$ cat config.mk
export PLATFORM = sky130hd
export DESIGN_NAME = zz_enum
export DESIGN_NICKNAME = d
export VERILOG_FILES = /design/src/rtl/zz_enum_pkg.sv /design/src/rtl/zz_slice.sv /design/src/rtl/zz_axis.sv /design/src/rtl/zz_enum.sv
export SDC_FILE = /design/constraint.sdc
export NUM_CORES = 1
export LEC_CHECK = 0
export BUFFER_PORTS_ARGS = -buffer_cell sky130_fd_sc_hd__buf_2
export CAP_MARGIN = 20
export CORE_UTILIZATION = 58
export DETAILED_ROUTE_END_ITERATION = 16
export PLACE_DENSITY = 0.78
export SLEW_MARGIN = 0
export SYNTH_ARGS = -nofsm -noshare
export SYNTH_HDL_FRONTEND = slang
export SYNTH_SLANG_ARGS = --single-unit
$ cat constraint.sdc
create_clock -name clk -period 2.1 [get_ports clk]
set_input_delay 0.21 -clock clk [delete_from_list [all_inputs] [get_ports clk]]
set_output_delay 0.21 -clock clk [all_outputs]
set_load 0.05 [all_outputs]
$ cat src/rtl/zz_enum_pkg.sv
package zz_enum_pkg;
   function automatic bit zz_is_pow2(input int v);
      return (v >= 2) && ((v & (v - 1)) == 0);
   endfunction

   function automatic int zz_max(input int a, input int b);
      return (a > b) ? a : b;
   endfunction
endpackage

$ cat src/rtl/zz_slice.sv
module zz_slice
   import zz_enum_pkg::*;
#(
   parameter int LV = 8,
   parameter int CW = 12,
   parameter int GW = 8,
   localparam int IW = $clog2(LV)
) (
   input  logic signed [CW-1:0] coord,
   input  logic        [GW-1:0] gain,
   output logic        [IW-1:0] near_idx,
   output logic                 go_up
);
   localparam int PW = zz_max(CW, GW + IW + 2) + 1;

   logic signed [PW-1:0] c_ext;
   logic signed [PW-1:0] g_ext;
   logic [LV-2:0]        above;
   logic signed [PW-1:0] lvl_s;
   logic signed [PW-1:0] centre;

   assign c_ext = PW'(coord);
   assign g_ext = signed'({{(PW-GW){1'b0}}, gain});

   for (genvar k = 1; k < LV; k++) begin : g_thr
      localparam int K = 2 * k - LV;
      logic signed [PW-1:0] thr;
      assign thr          = PW'(K) * g_ext;
      assign above[k-1]   = (c_ext >= thr);
   end

   always_comb begin
      near_idx = '0;
      for (int k = 0; k < LV - 1; k++) begin
         near_idx = near_idx + IW'(above[k]);
      end
   end

   assign lvl_s  = PW'(2 * int'(near_idx) - (LV - 1));
   assign centre = lvl_s * g_ext;
   assign go_up  = (c_ext >= centre);
endmodule

$ cat src/rtl/zz_axis.sv
module zz_axis #(
   parameter int LV = 8,
   localparam int IW = $clog2(LV)
) (
   input  logic          clk,
   input  logic          rst_n,
   input  logic          load,
   input  logic          rewind,
   input  logic          step,
   input  logic [IW-1:0] base_idx,
   input  logic          base_up,
   output logic [IW-1:0] idx_o
);
   logic [IW-1:0] base_q;
   logic          up_q;
   logic [IW-1:0] cur;
   logic [IW:0]   hi;
   logic [IW:0]   lo_p1;
   logic [IW:0]   lo_m1;
   logic          prefer_up;
   logic          take_up;
   logic [IW-1:0] seed_idx;
   logic          seed_up;

   assign seed_idx = load ? base_idx : base_q;
   assign seed_up  = load ? base_up  : up_q;
   assign take_up  = (prefer_up && (hi < (IW+1)'(LV))) || (lo_p1 == '0);
   assign lo_m1    = lo_p1 - 1'b1;
   assign idx_o    = cur;

   always_ff @(posedge clk or negedge rst_n) begin
      if (!rst_n) begin
         base_q    <= '0;
         up_q      <= 1'b0;
         cur       <= '0;
         hi        <= '0;
         lo_p1     <= '0;
         prefer_up <= 1'b0;
      end else if (load || rewind) begin
         cur       <= seed_idx;
         hi        <= {1'b0, seed_idx} + 1'b1;
         lo_p1     <= {1'b0, seed_idx};
         prefer_up <= seed_up;
         if (load) begin
            base_q <= base_idx;
            up_q   <= base_up;
         end
      end else if (step) begin
         if (take_up) begin
            cur       <= hi[IW-1:0];
            hi        <= hi + 1'b1;
            prefer_up <= 1'b0;
         end else begin
            cur       <= lo_m1[IW-1:0];
            lo_p1     <= lo_m1;
            prefer_up <= 1'b1;
         end
      end
   end

   AST_NO_OVERFLOW: assert property (@(posedge clk) disable iff (!rst_n)
      (step && !load && !rewind) |-> ((hi < (IW+1)'(LV)) || (lo_p1 != '0)));

   AST_STEP_MOVES: assert property (@(posedge clk) disable iff (!rst_n)
      (step && !load && !rewind) |=> (cur != $past(cur)));
endmodule

$ cat src/rtl/zz_enum.sv
module zz_enum
   import zz_enum_pkg::*;
#(
   parameter int LV = 8,
   parameter int CW = 12,
   parameter int GW = 8,
   localparam int IW = $clog2(LV)
) (
   input  logic                 clk,
   input  logic                 rst_n,
   input  logic                 start,
   input  logic signed [CW-1:0] c_re,
   input  logic signed [CW-1:0] c_im,
   input  logic        [GW-1:0] r_gain,
   output logic                 ready,
   output logic                 pt_valid,
   output logic signed [IW:0]   pt_re,
   output logic signed [IW:0]   pt_im,
   output logic                 pt_first,
   output logic                 pt_last
);
   initial begin
      assert (zz_is_pow2(LV)) else $error("LV must be a power of two >= 2");
      assert (CW >= 2)        else $error("CW too small");
      assert (GW >= 1)        else $error("GW too small");
   end

   localparam logic [IW-1:0] CNT_END = IW'(LV - 1);

   logic [IW-1:0] re_cnt;
   logic [IW-1:0] im_cnt;
   logic          valid_q;
   logic          accept;
   logic          advance;
   logic          col_end;
   logic [IW-1:0] near_re, near_im;
   logic          up_re, up_im;
   logic [IW-1:0] idx_re, idx_im;

   zz_slice #(.LV(LV), .CW(CW), .GW(GW)) u_slice_re (
      .coord(c_re), .gain(r_gain), .near_idx(near_re), .go_up(up_re));
   zz_slice #(.LV(LV), .CW(CW), .GW(GW)) u_slice_im (
      .coord(c_im), .gain(r_gain), .near_idx(near_im), .go_up(up_im));

   assign pt_last = valid_q && (re_cnt == CNT_END) && (im_cnt == CNT_END);
   assign ready   = !valid_q || pt_last;
   assign accept  = start && ready;
   assign advance = valid_q && !pt_last && !accept;
   assign col_end = (im_cnt == CNT_END);

   zz_axis #(.LV(LV)) u_axis_re (
      .clk(clk), .rst_n(rst_n), .load(accept), .rewind(1'b0),
      .step(advance && col_end), .base_idx(near_re), .base_up(up_re),
      .idx_o(idx_re));
   zz_axis #(.LV(LV)) u_axis_im (
      .clk(clk), .rst_n(rst_n), .load(accept), .rewind(advance && col_end),
      .step(advance && !col_end), .base_idx(near_im), .base_up(up_im),
      .idx_o(idx_im));

   always_ff @(posedge clk or negedge rst_n) begin
      if (!rst_n) begin
         valid_q <= 1'b0;
         re_cnt  <= '0;
         im_cnt  <= '0;
      end else if (accept) begin
         valid_q <= 1'b1;
         re_cnt  <= '0;
         im_cnt  <= '0;
      end else if (advance) begin
         im_cnt <= im_cnt + 1'b1;
         if (col_end) re_cnt <= re_cnt + 1'b1;
      end else if (pt_last) begin
         valid_q <= 1'b0;
      end
   end

   logic signed [IW+1:0] re_full, im_full;
   assign re_full  = signed'({1'b0, idx_re, 1'b1}) - (IW+2)'(LV);
   assign im_full  = signed'({1'b0, idx_im, 1'b1}) - (IW+2)'(LV);
   assign pt_re    = re_full[IW:0];
   assign pt_im    = im_full[IW:0];
   assign pt_valid = valid_q;
   assign pt_first = valid_q && (re_cnt == '0) && (im_cnt == '0);

   AST_FIRST_NOT_LAST: assert property (@(posedge clk) disable iff (!rst_n)
      pt_first |-> !pt_last);

   AST_COL_HOLD: assert property (@(posedge clk) disable iff (!rst_n)
      (pt_valid && !pt_last && !start && im_cnt != CNT_END) |=> $stable(pt_re));

   AST_BUSY_IGNORE: assert property (@(posedge clk) disable iff (!rst_n)
      (start && pt_valid && !pt_last) |=> (pt_valid && !pt_first));

   AST_LAST_END: assert property (@(posedge clk) disable iff (!rst_n)
      (pt_last && !start) |=> !pt_valid);

   AST_BACK_TO_BACK: assert property (@(posedge clk) disable iff (!rst_n)
      (pt_last && start) |=> pt_first);

   AST_START_LATENCY: assert property (@(posedge clk) disable iff (!rst_n)
      (start && !pt_valid) |=> pt_first);
endmodule

; Word level (Yosys, flattened, before mapping)
; Index checks and enable logic that the tools add are counted.
[classes]
reduce_logical = 36
multipliers = 4
addsub = 26
order_cmp = 18
eq_ne = 5
mux = 35
[ops]
columns = operator, count
row1 = $ge A12 B14 Y1, 6
row2 = $mux W4, 12
row3 = $mux W3, 13
row4 = $add A3 B1 Y3, 10
row5 = $mul A14 B9 Y14, 2
row6 = $ge A12 B13 Y1, 2
row7 = $ge A12 B1 Y1 const B, 2
row8 = $ge A12 B10 Y1, 2
row9 = $ge A12 B11 Y1, 2
row10 = $ge A12 B12 Y1, 2
row11 = $reduce_bool A2 Y1, 7
row12 = $neg A8 Y13, 1
row13 = $mul A3 B9 Y12 const A, 1
row14 = $neg A8 Y12, 1
row15 = $reduce_and A2 Y1, 6
row16 = $logic_and A1 B1 Y1, 11
row17 = $mul A2 B8 Y10 const A, 1
row18 = $mux W1, 10
row19 = $sub A4 B3 Y5 const B, 2
row20 = $add A3 B1 Y4 const B, 2
row21 = $add A4 B1 Y4 const B, 2
row22 = $logic_not A4 Y1, 2
row23 = $lt A4 B4 Y1 const B, 2
row24 = $sub A4 B1 Y4 const B, 2
row25 = 8 further kinds, 21
[word_totals]
regBits = 38
out_inout_bits = 12
in_bits = 35

; Depth between registers and ports, before layout
; Gate-level depths: netlist (run 1).
[depth]
depth_word = 13
depth_mapped = 50
ltp_nobuf = 48

; Cells and area by module
; From an unflattened synthesis (run 1), not the netlist that was laid out.
[unflattened]
cells_unflattened = 1208
area_unflattened_um2 = 10231.1
[modules_own_cells]
columns = mod, n_inst, seq_area_each_um2, cells_per_inst, area_each_um2
row1 = zz_slice (u_slice_re), 1, 0.0, 483, 3973.8
row2 = zz_slice (u_slice_im), 1, 0.0, 479, 3916.3
row3 = zz_axis, 2, 400.4, 97, 923.4
row4 = zz_enum, 1, 175.2, 52, 494.2

; Least setup slack after synthesis (run 1)
; No wires, ideal clock.
[synth_timing]
path_type = input -> register
from = input r_gain[2]
to = register u_axis_im.prefer_up
arrival_time_ns = 10.282
path_slack_ns = -8.246
stages = 45
path_buffers = 2
required_time_ns = 2.036
setup_time_ns = 0.064
path_cell_list = clkbuf_1 inv_1 ha_1 ha_1 fa_1 a211o_1 a211oi_1 o21bai_1 ha_1 nand2_1 nor4_1 a41oi_2 mux2i_1 o211ai_1 ha_1 inv_1 fa_1 inv_1 [9 not listed] fa_1 fa_1 inv_1 ha_1 nor2b_1 o21ai_0 a21boi_0 o21ai_0 a21oi_1 o211a_1 a211oi_1 ha_1 nand4_1 nor2_1 o21a_1 o211a_1 nor3_1 a21o_1
[synth_via]
elab_chain_cells = 13
[synth_rtl]
columns = item, line
row1 = "start, declared", zz_enum.sv:14  ; input logic [GW-1:0] r_gain,
row2 = $mul A3 B9 Y12 or $neg A8 Y12 (tied branches), zz_slice.sv:28  ; assign thr = PW'(K) * g_ext;
row3 = $ge A12 B13 Y1 or $ge A12 B14 Y1 (tied branches), zz_slice.sv:29  ; assign above[k-1] = (c_ext >= thr);
row4 = $add A1 B1 Y2, zz_slice.sv:35  ; near_idx = near_idx + IW'(above[k]);
row5 = $add A3 B1 Y3 (5 in series), zz_slice.sv:35
row6 = $sub A4 B3 Y5, zz_slice.sv:39  ; assign lvl_s = PW'(2 * int'(near_idx) - (LV - 1));
row7 = $mul A14 B9 Y14 (*), zz_slice.sv:40  ; assign centre = lvl_s * g_ext;
row8 = $ge A12 B14 Y1 (*), zz_slice.sv:41  ; assign go_up = (c_ext >= centre);
row9 = $mux W1 (*), --
row10 = $mux W1 (*), zz_axis.sv:39  ; end else if (load || rewind) begin
row11 = "end signal, assigned", zz_axis.sv:43  ; prefer_up <= seed_up;
row12 = "end, declared", zz_axis.sv:20  ; logic prefer_up;
; Every way passes the cells marked *; elsewhere a longest branch is shown, timed or not.
; A chain may end at the register's enable or synchronous reset.

; Worst setup path in the final report (run 1)
[layout_timing]
from = input r_gain[1]
to = register u_axis_im.up_q
[layout_via]
elab_chain_cells = 12
[layout_rtl]
columns = item, line
row1 = $mul A3 B9 Y12 or $neg A8 Y12 (tied branches), zz_slice.sv:28
row2 = $ge A12 B13 Y1 or $ge A12 B14 Y1 (tied branches), zz_slice.sv:29
row3 = $add A1 B1 Y2, zz_slice.sv:35
row4 = $add A3 B1 Y3 (5 in series), zz_slice.sv:35
row5 = $sub A4 B3 Y5, zz_slice.sv:39
row6 = $mul A14 B9 Y14 (*), zz_slice.sv:40
row7 = $ge A12 B14 Y1 (*), zz_slice.sv:41
row8 = $mux W1 (*), --
row9 = "end signal, assigned", zz_axis.sv:46  ; up_q <= base_up;
row10 = "end, declared", zz_axis.sv:15  ; logic up_q;
; Marked as above.

==> results of run 1 <==
[Yosys cell counts (all sizes together) (18+ instances only)]
cell / number
ha: 241
inv: 142
nor2: 75
nand2: 65
a21oi: 59
o21ai: 49
fa: 46
o21a: 40
dfrtp: 35
and2: 25
a21o: 23
nand4: 23
xnor2: 23
nor2b: 22
nand3: 18
[area by class of cell]
| cell class | count | area, um^2 |
|---|---|---|
| clock inverter | 1 | 5.00 |
| sequential | 35 | 876 |
| inverter | 143 | 543 |
| timing repair buffer | 313 | 2350 |
| clock buffer | 6 | 139 |
| fill | 875 | 2870 |
| multi-input combinational | 873 | 8180 |
| tap | 188 | 235 |
[sequential cells by signal, indices dropped and copies added (netlist names)]
name	flops
u_axis_im.hi	4
u_axis_im.lo_p1	4
u_axis_re.hi	4
u_axis_re.lo_p1	4
im_cnt	3
re_cnt	3
u_axis_im.base_q	3
u_axis_im.idx_o	3
u_axis_re.idx_o	3
pt_valid	1
u_axis_im.prefer_up	1
u_axis_im.up_q	1
u_axis_re.prefer_up	1
[final timing paths]
path,end,depth (start not counted)
setup / recovery,u_axis_im.up_q,47
hold / removal,u_axis_re.lo_p1[2],1
setup reg to reg,u_axis_im.hi[2],11
hold reg to reg,u_axis_re.idx_o[1],2
max in group asynchronous,im_cnt[1],1
min in group clk,im_cnt[1],2
[through the flow]
| step | instances | setup TNS, ns |
|---|---|---|
| finish | 1559 | -108.79 |
| global route | 1559 | -114.41 |
| CTS | 1540 | -102.24 |
| detailed placement | 1520 | -118.39 |
| global placement | 1520 | -112.88 |
| floorplan | 1071 | -102.85 |
[cells by family (layout without fill, tap and decap cells)]
| family | Yosys count | count (layout) | share of synthesized area (%) |
|---|---|---|---|
| AO/OA/AOI/OAI | 256 | 256 | 19.1 |
| other | 1 | 2 | 0.0416 |
| AND/OR/NAND/NOR | 278 | 278 | 15.3 |
| buffers and inverters | 163 | 463 | 7.07 |
| multiplexers | 9 | 9 | 1.07 |
| adder cells (fa/ha/maj) | 288 | 288 | 43.7 |
| XOR/XNOR | 40 | 40 | 3.97 |
| flip-flops | 35 | 35 | 9.71 |
[metal layers]
metal | wire [um] | vias up | global-route usage, %
met5 | 0 | - | 0
met4 | 1540 | 0 | 15.3
met3 | 2450 | 153 | 5.27
met2 | 14600 | 490 | 64.3
met1 | 11900 | 4608 | 44.2
li1 | - | 4405 | -
[repair_timing]
item	CTS	global route
buffers inserted	15	21
gates cloned	0	0
setup endpoints to repair	27	28
resized for setup	60	41
pin swaps	46	21
==> impl_metrics.yaml, run 1 <==
logic_synthesis:
  synth_top_area_share_pct: 33.4
  synth_top_area_cell: "ha_1"
  synth_area_leaders: "ha_1 (33%), fa_1 (10%), dfrtp_1 (9.7%)"
  synth_edf_count: 0
  ys_seq_area_share_pct: 9.71
  avgSynthCellArea_um2: 8.43
  synthArstFlopShare_pct: 100
  synth_area_um2: 9020
  synth_warnings: 0
  ys_seq_elements: 35
  synth_cell_types: 68
  synth_cells: 1070
  yosys_most_used_dff: "dfrtp_1"
placed_design:
  place_congestion: 0.936
  io_buffer_count: 44
  dp_slack_ns: -7.89
  post_dp_cell_area_um2: 11500
  dp_hpwl_mm: 21.8
cts:
  cts.path.max_buffers: 2
  clock_latency_ns: 0.29
  numCtsBuffers: 5
  cts.sinks: 35
  ctsHoldBuffers: 0
  clkSlewWorstSetupHoldPaths_ns: 0.06
  htree_num_levels: 2
  cts_root_buffer: "clkbuf_16"
  tritoncts: "done"
final_layout:
  post-route-util_pct: 81.1
  final_common_cell: "buf_4"
  drive_above_1_share_pct: 32.4
  nets: 1693
  layout_common_cells: "buf_4 (245), ha_1 (219), inv_1 (131)"
  final_area_um2: 12300
  area.growth.synth_to_final_pct: 36.6
  diodes: 0
critical_path:
  worstPathArrival_ns: 9.85
  critPathLaunch: "r_gain[1]"
  critical_path.slowest_cell: "fa_1"
  r2r_slack_ns: -0.39
  cp.required_ns: 2.33
  crit_type: "input port to flip-flop"
  critPathTopFamily: "adder cells"
  cpMostUsedCell: "ha_4"
  path_max_fanout: 6
  cp_num_buf_inv: 10
  critPathLaunchType: "input port"
  slowest_delay_ns: 0.55
  r2r_start: "re_cnt[1]"
  end_kind: "flip-flop"
routing:
  wl_mm: 30.4
  drc: 0
  viasPerCell: 6.19
  initialDrtViolationCount: 809
  drtAntennaViolNets: 0
  vias: 9656
  first_pass_iters: 5
  drt-wirelength-per-cell_um: 19.5
sta:
  slew_violations: 0
  fin_crit_sh_pct: 458
  hold_violations: 0
  rsz0062_at_grt: "yes"
  fin_crit_ns: 9.62
  max_freq_ghz: 0.104
  max_slew_margin_pct: 47.8
  setup_violations: 27
  skew_ns: 0.0110
  worstMarginPinSlew_ns: 0.784
  setup_slack_ns: -7.52
  hold_slack_ns: 0.00486
floorplan:
  pin_count: 47
  core-area_um2: 15200
  num_rows: 45
  die_w_um: 127
  chipHeight_um: 127
  start_util_pct: 59.3
  die_area_um2: 16100
global_route:
  grt_pass1_wl_mm: 46.6
  grt_max_degree: 36
  grt_pass1_vias: 9687
  grt_usage_pct: 36.4
  antenna_found_initial: 0
  grt-ovfl-total: 0
status:
  status: "finished with violations"
  violations: "setup timing"
worst_hold_path:
  hp-class: "input port to asynchronous set/reset pin"
job:
  maxCapViolations: 0
Power of run 1 is not shown: default switching activity piles up to over one toggle a cycle in this logic, so the estimate is an artifact.
==> run 2, diff against run 1 <==
--- a/config.mk
+++ b/config.mk
@@ -9,6 +9,7 @@
 export CAP_MARGIN = 20
 export CORE_UTILIZATION = 58
 export DETAILED_ROUTE_END_ITERATION = 16
+export GPL_TIMING_DRIVEN = 0
 export PLACE_DENSITY = 0.78
 export SLEW_MARGIN = 0
 export SYNTH_ARGS = -nofsm -noshare
==> run 2 against run 1 <==
The flow still finishes with violations (setup timing). Via count shrank 14%. Global-route usage shrank 5.2 points. Design area shrank 11%. Cell count shrank 12%. Flip-flop and latch count is the same. Critical path depth shrank 1. Utilization shrank 9.0 points. Sequential share of layout area grew 0.89 points.
==> impl_metrics.yaml, run 2 (synthesis results as in run 1) <==
sta:
  fin_setup_tns_ns: -106.34
  setup_slack_ns: -7.60
  fin_crit_ns: 9.70
  slew_violations: 0
  skew_ns: 0.00382
  fin_crit_sh_pct: 462
  max_slew_margin_pct: 48.4
  setup_violations: 26
  rsz0062_at_grt: "yes"
  hold_violations: 0
  worstMarginPinSlew_ns: 0.773
  max_freq_ghz: 0.103
final_layout:
  post-route-util_pct: 72.1
  regArea_um2: 876
  final_area_um2: 11000
  multi_input_area_um2: 8200
  area.growth.synth_to_final_pct: 21.4
  nets: 1499
  drive_above_1_share_pct: 21.7
  final_common_cell: "ha_1"
  n_fill_cell: 1119
  diodes: 0
  layout_common_cells: "ha_1 (215), inv_1 (122), nor2_1 (69)"
routing:
  viasPerCell: 6.07
  initialDrtViolationCount: 558
  first_pass_iters: 5
  drtAntennaViolNets: 0
  vias: 8291
  wl_mm: 24.6
  drc: 0
  drt-wirelength-per-cell_um: 18.0
critical_path:
  end_kind: "flip-flop"
  crit_type: "input port to flip-flop"
  critical_path.slowest_cell: "fa_2"
  worstPathArrival_ns: 9.87
  slowest_delay_ns: 0.60
  critPathLaunch: "r_gain[5]"
  cp.required_ns: 2.27
  critPathLaunchType: "input port"
  cp_num_buf_inv: 8
  critPathTopFamily: "adder cells"
  path_max_fanout: 10
  r2r_start: "im_cnt[0]"
  cpMostUsedCell: "ha_1"
status:
  status: "finished with violations"
  violations: "setup timing"
global_route:
  grt.met3_usage_pct: 4.64
  grt_pass1_vias: 8212
  antenna_found_initial: 0
  grt-ovfl-total: 0
  grt_usage_pct: 31.2
  gr-usage-met1_pct: 39.6
  met2_usage_pct: 53.8
  grt_max_degree: 36
  grt_pass1_wl_mm: 39.7
  grt_busiest_layer: "met2"
cts:
  clock_latency_ns: 0.28
  tritoncts: "done"
  clkSlewWorstSetupHoldPaths_ns: 0.05
  numCtsBuffers: 5
  cts_root_buffer: "clkbuf_16"
  htree_num_levels: 2
  ctsHoldBuffers: 0
  cts.path.max_buffers: 2
  cts.sinks: 35
floorplan:
  die_w_um: 127
  pin_count: 47
  chipHeight_um: 127
  core-area_um2: 15200
  num_rows: 45
  start_util_pct: 59.3
  die_area_um2: 16100
worst_hold_path:
  hp-class: "input port to asynchronous set/reset pin"
placed_design:
  dp_hpwl_mm: 17.8
  place_congestion: 0.883
  io_buffer_count: 43
  post_dp_cell_area_um2: 9820
  dp_slack_ns: -8.92
job:
  maxCapViolations: 0
## run 2: changes by cell type in the layout (fill, tap and decap cells not counted), moves of 4 or more
cell / previous run / this run
inv_1: 131 / 122
clkbuf_1: 0 / 6
clkinvlp_4: 1 / 7
buf_8: 1 / 6
ha_2: 0 / 4
nand2_2: 3 / 7
buf_6: 24 / 6
ha_1: 219 / 215
buf_4: 245 / 58
## run 2: worst paths after layout
path,end,slack (ns),cells after the start
worst max-delay path,u_axis_im.prefer_up,-7.60,46
worst min-delay path,u_axis_re.hi[3],0.005,1
worst max register to register,u_axis_re.hi[3],-0.50,11
worst min register to register,u_axis_re.idx_o[1],0.48,2
max in group asynchronous,im_cnt[1],1.60,1
min in group clk,im_cnt[1],0.48,2
## run 2: final cells by class
type / instances / area share (%)
Tap cell: 188 / 2.15
Clock inverter: 1 / 0.0457
Sequential cell: 35 / 7.99
Multi-Input combinational cell: 873 / 74.8
Clock buffer: 7 / 1.21
Timing Repair Buffer: 100 / 6.90
Inverter: 143 / 5.38
Buffer: 19 / 1.51
## run 2: layer usage
| layer | routed length (um) | part of all wire, % | vias to the layer above |
|---|---|---|---|
| met5 | 0 | 0 | - |
| met4 | 789 | 3.2 | 0 |
| met3 | 1510 | 6.2 | 68 |
| met2 | 11500 | 47 | 241 |
| met1 | 10700 | 44 | 3956 |
| li1 | - | - | 4026 |
## run 2: what timing repair did
action	in CTS	in global routing
pin swaps	77	43
gates resized for setup	85	47
setup buffers	44	13
endpoints found under the setup margin	29	29
## run 2: stage by stage
step	hold slack, ns	cells
CTS	0.0366	1353
global placement	0.332	1302
finish	0.00532	1366
detailed placement	0.331	1302
global route	0.0776	1366
floorplan	-0.0856	1071
Power of run 2 is left out for the same reason.
==> run 3, diff against run 2 <==
--- a/config.mk
+++ b/config.mk
@@ -11,6 +11,7 @@
 export DETAILED_ROUTE_END_ITERATION = 16
 export GPL_TIMING_DRIVEN = 0
 export PLACE_DENSITY = 0.78
+export RECOVER_POWER = 100
 export SLEW_MARGIN = 0
 export SYNTH_ARGS = -nofsm -noshare
 export SYNTH_HDL_FRONTEND = slang
==> run 3 against run 2 <==
Register-to-register slack worse by 0.25 ns. The flow finishes with violations (capacitance limit, slew limit, setup timing). Critical endpoint unchanged. Non-clock buffer count stayed put. Hold slack better by 0.42 ns. Utilization is 0.25 points lower. Flip-flop and latch count stayed put. Cell count stayed put. Design area is 0.34% lower. Setup slack better by 0.00093 ns.
==> impl_metrics.yaml, run 3 (synthesis results as in run 1) <==
status:
  status: "finished with violations"
  violations: "capacitance limit, slew limit, setup timing"
global_route:
  met2_usage_pct: 53.8
  grt.met3_usage_pct: 4.64
  grt_usage_pct: 31.2
  grt_pass1_wl_mm: 39.7
  grt_pass1_vias: 8212
  antenna_found_initial: 0
  grt_busiest_layer: "met2"
  grt-ovfl-total: 0
  gr-usage-met1_pct: 39.6
  grt_max_degree: 36
worst_hold_path:
  holdPathStages: 2
  min_to: "im_cnt[1]"
  min_from: "start"
  hp-class: "input port to flip-flop"
sta:
  fin_setup_tns_ns: -106.51
  fin_crit_ns: 9.70
  skew_ns: 0.00360
  setup_slack_ns: -7.60
  fin_crit_sh_pct: 462
  rsz0062_at_grt: "yes"
  max_slew_margin_pct: -25.2
  slew_violations: 36
  max_freq_ghz: 0.103
  worstMarginPinSlew_ns: 1.88
  hold_violations: 0
  setup_violations: 29
critical_path:
  r2r_slack_ns: -0.75
  r2r_start: "im_cnt[0]"
  crit_type: "input port to flip-flop"
  path_max_fanout: 10
  slowest_delay_ns: 0.60
  critical_path.slowest_cell: "fa_2"
  r2r-end: "u_axis_re.hi[3]"
  cp.required_ns: 2.27
  end_kind: "flip-flop"
  critPathLaunchType: "input port"
  cpMostUsedCell: "ha_1"
  reg2reg_depth: 11
  worstPathArrival_ns: 9.87
  critPathTopFamily: "adder cells"
  cp_num_buf_inv: 8
cts:
  clock_latency_ns: 0.28
  clkSlewWorstSetupHoldPaths_ns: 0.05
  tritoncts: "done"
  ctsHoldBuffers: 0
  cts.sinks: 35
  numCtsBuffers: 5
  htree_num_levels: 2
  cts.path.max_buffers: 2
  cts_root_buffer: "clkbuf_16"
final_layout:
  final_common_cell: "ha_1"
  layout_common_cells: "ha_1 (215), inv_1 (122), nor2_1 (70)"
  area.growth.synth_to_final_pct: 21.0
  nets: 1499
  diodes: 0
  drive_above_1_share_pct: 20.7
routing:
  drt-wirelength-per-cell_um: 18.1
  first_pass_iters: 5
  viasPerCell: 6.08
  drc: 0
  drtAntennaViolNets: 0
  initialDrtViolationCount: 508
  vias: 8312
  wl_mm: 24.7
floorplan:
  num_rows: 45
  chipHeight_um: 127
  core-area_um2: 15200
  die_w_um: 127
  start_util_pct: 59.3
  die_area_um2: 16100
  pin_count: 47
placed_design:
  dp_slack_ns: -8.92
  io_buffer_count: 43
  dp_hpwl_mm: 17.8
  place_congestion: 0.883
job:
  maxCapViolations: 1
[run 3: through the flow]
step	area [um^2]	hold WS (ns)	utilization, %	cells
floorplan	9370	-0.0856	-	1071
global placement	9820	0.332	64.6	1302
detailed placement	9820	0.331	64.6	1302
CTS	10700	0.0366	70.2	1353
global route	10900	0.494	71.8	1366
finish	10900	0.421	71.8	1366
[run 3: final cells by class]
type / count / area [um^2]
tap: 188 / 235
buffer: 19 / 165
sequential: 35 / 876
clock buffer: 7 / 133
fill: 1129 / 4280
clock inverter: 1 / 5.00
multi-input combinational: 873 / 8170
inverter: 143 / 589
timing repair buffer: 100 / 743
[run 3: how the worst max path moves through the flow]
stage,start,end,slack [ns],cells after the start
floorplan,r_gain[1],u_axis_im.prefer_up,-7.36,44
global placement,r_gain[1],u_axis_im.prefer_up,-8.79,45
detailed placement,r_gain[1],u_axis_im.prefer_up,-8.92,45
CTS,r_gain[2],u_axis_im.prefer_up,-7.45,47
global route,r_gain[2],u_axis_im.prefer_up,-7.98,47
finish,r_gain[5],u_axis_im.prefer_up,-7.60,46
[run 3: timing repair]
| item | CTS | global route |
|---|---|---|
| buffers inserted | 44 | 13 |
| endpoints found under the hold margin | 0 | 0 |
| endpoints found under the setup margin | 29 | 29 |
| pin swaps | 77 | 43 |
| gates resized for setup | 85 | 47 |
[run 3: layer usage]
layer / wire length (um) / part of all wire, %
met5: 0 / 0
met4: 833 / 3.4
met3: 1640 / 6.6
met2: 11500 / 46
met1: 10700 / 43
Power of run 3 is left out for the same reason.
